`config.mk`:
```
export PLATFORM = sky130hd
export DESIGN_NAME = mdio_host_regs
export DESIGN_NICKNAME = d
export VERILOG_FILES = /design/src/rtl/mdio_host_regs.sv
export SDC_FILE = /design/constraint.sdc
export NUM_CORES = 1
export LEC_CHECK = 0
export ABC_CLOCK_PERIOD_IN_PS = 1900
export BUFFER_PORTS_ARGS = -buffer_cell sky130_fd_sc_hd__buf_2
export CORE_AREA = 8 8 111 113
export DETAILED_ROUTE_END_ITERATION = 7
export DIE_AREA = 0 0 119 121
export PLACE_DENSITY_LB_ADDON = 0.15
export SLEW_MARGIN = 5
export SYNTH_ARGS = -nofsm -noshare
export SYNTH_HDL_FRONTEND = slang
export SYNTH_SLANG_ARGS = --single-unit
```
`constraint.sdc`:
```
create_clock -name clk -period 1.9 [get_ports clk]
set_input_delay 0.285 -clock clk [delete_from_list [all_inputs] [get_ports clk]]
set_output_delay 0.285 -clock clk [all_outputs]
set_load 0.01 [all_outputs]
```
`src/rtl/mdio_host_regs.sv`:
```
module mdio_host_regs #(
  parameter int DIV_W    = 8,
  parameter int DIV_INIT = 4,
  parameter int PRE_LEN  = 32
) (
  input  logic        clk,
  input  logic        rst_n,
  input  logic        reg_we,
  input  logic [1:0]  reg_addr,
  input  logic [15:0] reg_wdata,
  output logic [15:0] reg_rdata,
  output logic        mdc,
  output logic        mdio_o,
  output logic        mdio_oe,
  input  logic        mdio_i
);
  localparam int TOT   = PRE_LEN + 32;
  localparam int CNT_W = $clog2(TOT);
  localparam logic [CNT_W-1:0] LAST     = CNT_W'(TOT - 1);
  localparam logic [CNT_W-1:0] PRE_END  = CNT_W'(PRE_LEN);
  localparam logic [CNT_W-1:0] TA_POS   = CNT_W'(PRE_LEN + 14);
  localparam logic [CNT_W-1:0] DATA_POS = CNT_W'(PRE_LEN + 16);

  logic             rd_pend, wr_pend, mdc_q;
  logic [15:0]      wd_q, rd_q, rsh;
  logic [31:0]      fr;
  logic [DIV_W-1:0] div_q, hc;
  logic [CNT_W-1:0] cnt;

  wire busy  = rd_pend | wr_pend;
  wire start = reg_we && reg_addr == 2'd0 && !busy && (reg_wdata[13] ^ reg_wdata[14]);
  wire tick  = busy && hc == div_q;
  wire rise  = tick && !mdc_q;
  wire fall  = tick && mdc_q;
  wire done  = fall && cnt == LAST;
  wire [4:0] bit_idx = 5'(LAST - cnt);
  wire unused_bits = ^{reg_wdata[15], reg_wdata[7:5]};

  always_ff @(posedge clk) begin
    if (!rst_n) begin
      rd_pend <= 1'b0;
      wr_pend <= 1'b0;
      mdc_q   <= 1'b0;
      wd_q    <= '0;
      rd_q    <= '0;
      rsh     <= '0;
      fr      <= '0;
      div_q   <= DIV_W'(DIV_INIT);
      hc      <= '0;
      cnt     <= '0;
    end else begin
      if (reg_we && reg_addr == 2'd1) wd_q <= reg_wdata;
      if (reg_we && reg_addr == 2'd3 && !busy) div_q <= reg_wdata[DIV_W-1:0];
      if (start) begin
        rd_pend <= reg_wdata[13];
        wr_pend <= reg_wdata[14];
        fr      <= {2'b01, reg_wdata[13] ? 2'b10 : 2'b01, reg_wdata[12:8], reg_wdata[4:0], 2'b10, wd_q};
        cnt     <= '0;
        hc      <= '0;
        mdc_q   <= 1'b0;
      end else if (busy) begin
        hc <= tick ? '0 : hc + 1'b1;
        if (tick) mdc_q <= ~mdc_q;
        if (rise && rd_pend && cnt >= DATA_POS) rsh <= {rsh[14:0], mdio_i};
        if (fall) cnt <= cnt + 1'b1;
        if (done) begin
          rd_pend <= 1'b0;
          wr_pend <= 1'b0;
          cnt     <= '0;
          if (rd_pend) rd_q <= rsh;
        end
      end
    end
  end

  assign mdc     = mdc_q;
  assign mdio_o  = (cnt < PRE_END) ? 1'b1 : fr[bit_idx];
  assign mdio_oe = busy && !(rd_pend && cnt >= TA_POS);

  always_comb begin
    case (reg_addr)
      2'd0:    reg_rdata = {1'b0, wr_pend, rd_pend, fr[27:23], 3'b000, fr[22:18]};
      2'd1:    reg_rdata = wd_q;
      2'd2:    reg_rdata = rd_q;
      default: reg_rdata = 16'(div_q);
    endcase
  end
endmodule

```
==> impl_metrics.json <==
{
  "run_status": "finished, violations left",
  "violations_in_the_final_reports": "setup timing",
  "postCtsHoldBufs": 0,
  "gp_routability_congestion": 0.839,
  "final_common_cell": "sky130_fd_sc_hd__nand2_1",
  "dpl.cell_count": 694,
  "placement_setup_slack_ns": 0.0959,
  "synth_flop_cell": "sky130_fd_sc_hd__dfxtp_1",
  "report.final.slew_viol_count": 0,
  "post_route_cells_drive_above_1_share_pct": 21.3,
  "clock_latency_ns": 0.37,
  "via_count_of_the_first_global_routing_pass": 3759,
  "peakVddDrop_mv": 0.610,
  "max_stage_delay_ns": 0.49,
  "synth-warning-count": 0,
  "routedWlPerCell_um": 16.9,
  "synth_top_cell_by_area": "sky130_fd_sc_hd__dfxtp_1",
  "worst-slew-pin-transition_ns": 0.502,
  "power_mw": 3.91,
  "async_flop_share_pct": 0,
  "starting_density_pct": 43.8,
  "worstPathArrival_ns": 1.85,
  "synth_top_area_share_pct": 44.0,
  "placement.io_buffers": 40,
  "timing.slew.headroom_pct": 66.3,
  "drt_drc_violations_left": 0,
  "post-route-min-period_ns": 2.14,
  "yosys_register_bits": 102,
  "finish.cell_count_without_fillers": 712,
  "cts.root.buffer_cell": "sky130_fd_sc_hd__clkbuf_8",
  "route.vias.total": 3793,
  "critical_path_launch_point_type": "flop",
  "cp-end-kind": "primary output",
  "tritoncts": "built",
  "areaGrowthSynthToFinish_pct": 16.7,
  "layout.nets": 591,
  "global_route.overflow_total": 0,
  "critical_path.max_fanout": 2,
  "synth.avg_cell_area_sq_um": 9.03,
  "clk_pin_slew_worst_paths_ns": 0.10,
  "floorplan.rows": 38,
  "skew_ns": 0.00880,
  "maxCapViolations": 0,
  "syn_inst": 514,
  "dp_hpwl_um": 9000,
  "die-area_sq_mm": 0.0144,
  "layout_setup_ws_ns": -0.239,
  "most-common-layout-cells": "sky130_fd_sc_hd__nand2_1 (146), sky130_fd_sc_hd__dfxtp_1 (98), sky130_fd_sc_hd__mux2i_1 (55)",
  "p_leak_nw": 2.07,
  "post_synthesis_cell_area_sq_mm": 0.00464,
  "final-setup-viol-count": 1,
  "globalRouteTotalUtil_pct": 17.0,
  "rsz0062_at_grt": "true",
  "wire_length_of_the_first_global_routing_pass_um": 19300,
  "fp.dieW_um": 119,
  "yosysSeqAreaShare_pct": 44.0,
  "min-delay-path-class": "input pin to flop",
  "power.density_cell_area_mw_per_mm2": 722,
  "cts_made_buffers": 9,
  "clock.fmax_mhz": 467,
  "required_ns": 1.62,
  "antenna_left": 0,
  "cp_cell_sequence": "mux4_2 > and3_4 > nor4_2 > a32oi_1 > buf_2",
  "synth_top_cells_by_area": "sky130_fd_sc_hd__dfxtp_1 (44%), sky130_fd_sc_hd__mux2i_1 (12%), sky130_fd_sc_hd__nand2_1 (12%)",
  "syn_nets": 538,
  "die_h_um": 121,
  "firstDrtPassIters": 4,
  "via_per_inst": 5.33,
  "antenna_found_initial": 0,
  "synth_enable_flop_cells": 0,
  "cts_sinks": 102,
  "antenna-diode-count": 0,
  "worst-path-buf-inv": 1,
  "boundaryPins": 41,
  "cts_htree_levels": 3,
  "post-route-period-util_pct": 113,
  "crit_family": "multiplexers",
  "final_count_of_hold_timing_violations": 0,
  "max-clock-path-buffers": 2,
  "synthDistinctLibCells": 54,
  "detail_route.wirelength_um": 12100,
  "cpMaxStageDelayCell": "sky130_fd_sc_hd__mux4_2",
  "pin_count_of_the_biggest_net_entering_global_routing": 49,
  "drt_iter0_drc": 273,
  "design.core.area_sq_mm": 0.0106,
  "criticalPathCategory": "flop to primary output"
}
-- layer usage --
| layer | vias up | GRT usage, % | routed length [um] |
|---|---|---|---|
| met5 | - | 0 | 0 |
| met1 | 1796 | 21.4 | 5610 |
| met3 | 15 | 4.14 | 563 |
| met2 | 83 | 28.0 | 5700 |
| met4 | 0 | 5.69 | 198 |
| li1 | 1899 | - | - |
-- power breakdown --
| group | switching (mW) | internal, mW | total [mW] |
|---|---|---|---|
| Sequential | 0.0272 | 2.16 | 2.19 |
| Clock | 0.772 | 0.663 | 1.43 |
| Combinational | 0.178 | 0.111 | 0.289 |
-- cells in the mapped netlist, types with 6 or more instances --
library cell and number:
sky130_fd_sc_hd__buf_2 7, sky130_fd_sc_hd__mux4_2 10, sky130_fd_sc_hd__nor2_1 12, sky130_fd_sc_hd__xor2_1 7, sky130_fd_sc_hd__o21ai_0 8, sky130_fd_sc_hd__a21oi_1 44, sky130_fd_sc_hd__nand4_1 6, sky130_fd_sc_hd__xnor2_1 9
sky130_fd_sc_hd__nand2_1 146, sky130_fd_sc_hd__clkbuf_1 21, sky130_fd_sc_hd__dfxtp_1 102, sky130_fd_sc_hd__nor3_1 9, sky130_fd_sc_hd__mux2i_1 55
-- layout make-up --
type / instances / area (sq um)
Sequential cell: 102 / 2050
Timing Repair Buffer: 72 / 498
Fill cell: 1047 / 5180
Tap cell: 140 / 175
Clock inverter: 5 / 66.3
Multi-Input combinational cell: 378 / 2480
Inverter: 4 / 15.0
Clock buffer: 11 / 141
-- cell families (layout without fill, tap and decap cells) --
logic type | Yosys count | after routing | synth area share (%)
AO/OA/AOI/OAI | 76 | 76 | 10.2
AND/OR/NAND/NOR | 215 | 215 | 21.4
multiplexers | 69 | 69 | 17.7
buffers and inverters | 34 | 92 | 3.10
adder cells (fa/ha/maj) | 2 | 2 | 0.539
flip-flops | 102 | 102 | 44.0
XOR/XNOR | 16 | 16 | 3.02
-- state kept, by name, summed over array words and instances (netlist names) --
signal	count
fr	29
div_q	8
hc	8
wd_q	16
mdc	1
rd_q	16
wr_pend	1
cnt	6
rd_pend	1
rsh	16
-- stage by stage --
step	TNS (ns)	hold slack, ns	area (sq um)	util, %
floorplan	0	0.413	4640	-
global placement	0	0.446	5150	48.6
detailed placement	0	0.447	5150	48.6
CTS	-0.276	0.134	5370	50.6
global route	-0.341	0.128	5420	51.1
finish	-0.239	0.152	5420	51.1
-- worst reg2reg max path, stage by stage (launching register included) --
cell and delay, ns:
sky130_fd_sc_hd__dfxtp_1 0.52, sky130_fd_sc_hd__or2_2 0.23, sky130_fd_sc_hd__nand2_2 0.12, sky130_fd_sc_hd__or4_1 0.57, sky130_fd_sc_hd__o41ai_2 0.27
-- timing repair --
action | 4_1_cts | 5_1_grt
endpoints found under the hold margin | 0 | 0
resized for setup | 4 | 6
setup buffers | 0 | 2
pin swaps | 0 | 2
setup endpoints to repair | 1 | 1
-- final timing paths --
check           startpoint       end  slack [ns]  depth (start not counted)
max                 cnt[1]    mdio_o       -0.24                          5
min          reg_wdata[12]  wd_q[12]        0.15                          3
max reg2reg        rd_pend    cnt[5]        0.11                          4
min reg2reg          fr[2]     fr[2]        0.46                          2
No activity file was read; power rests on OpenSTA's default activity.
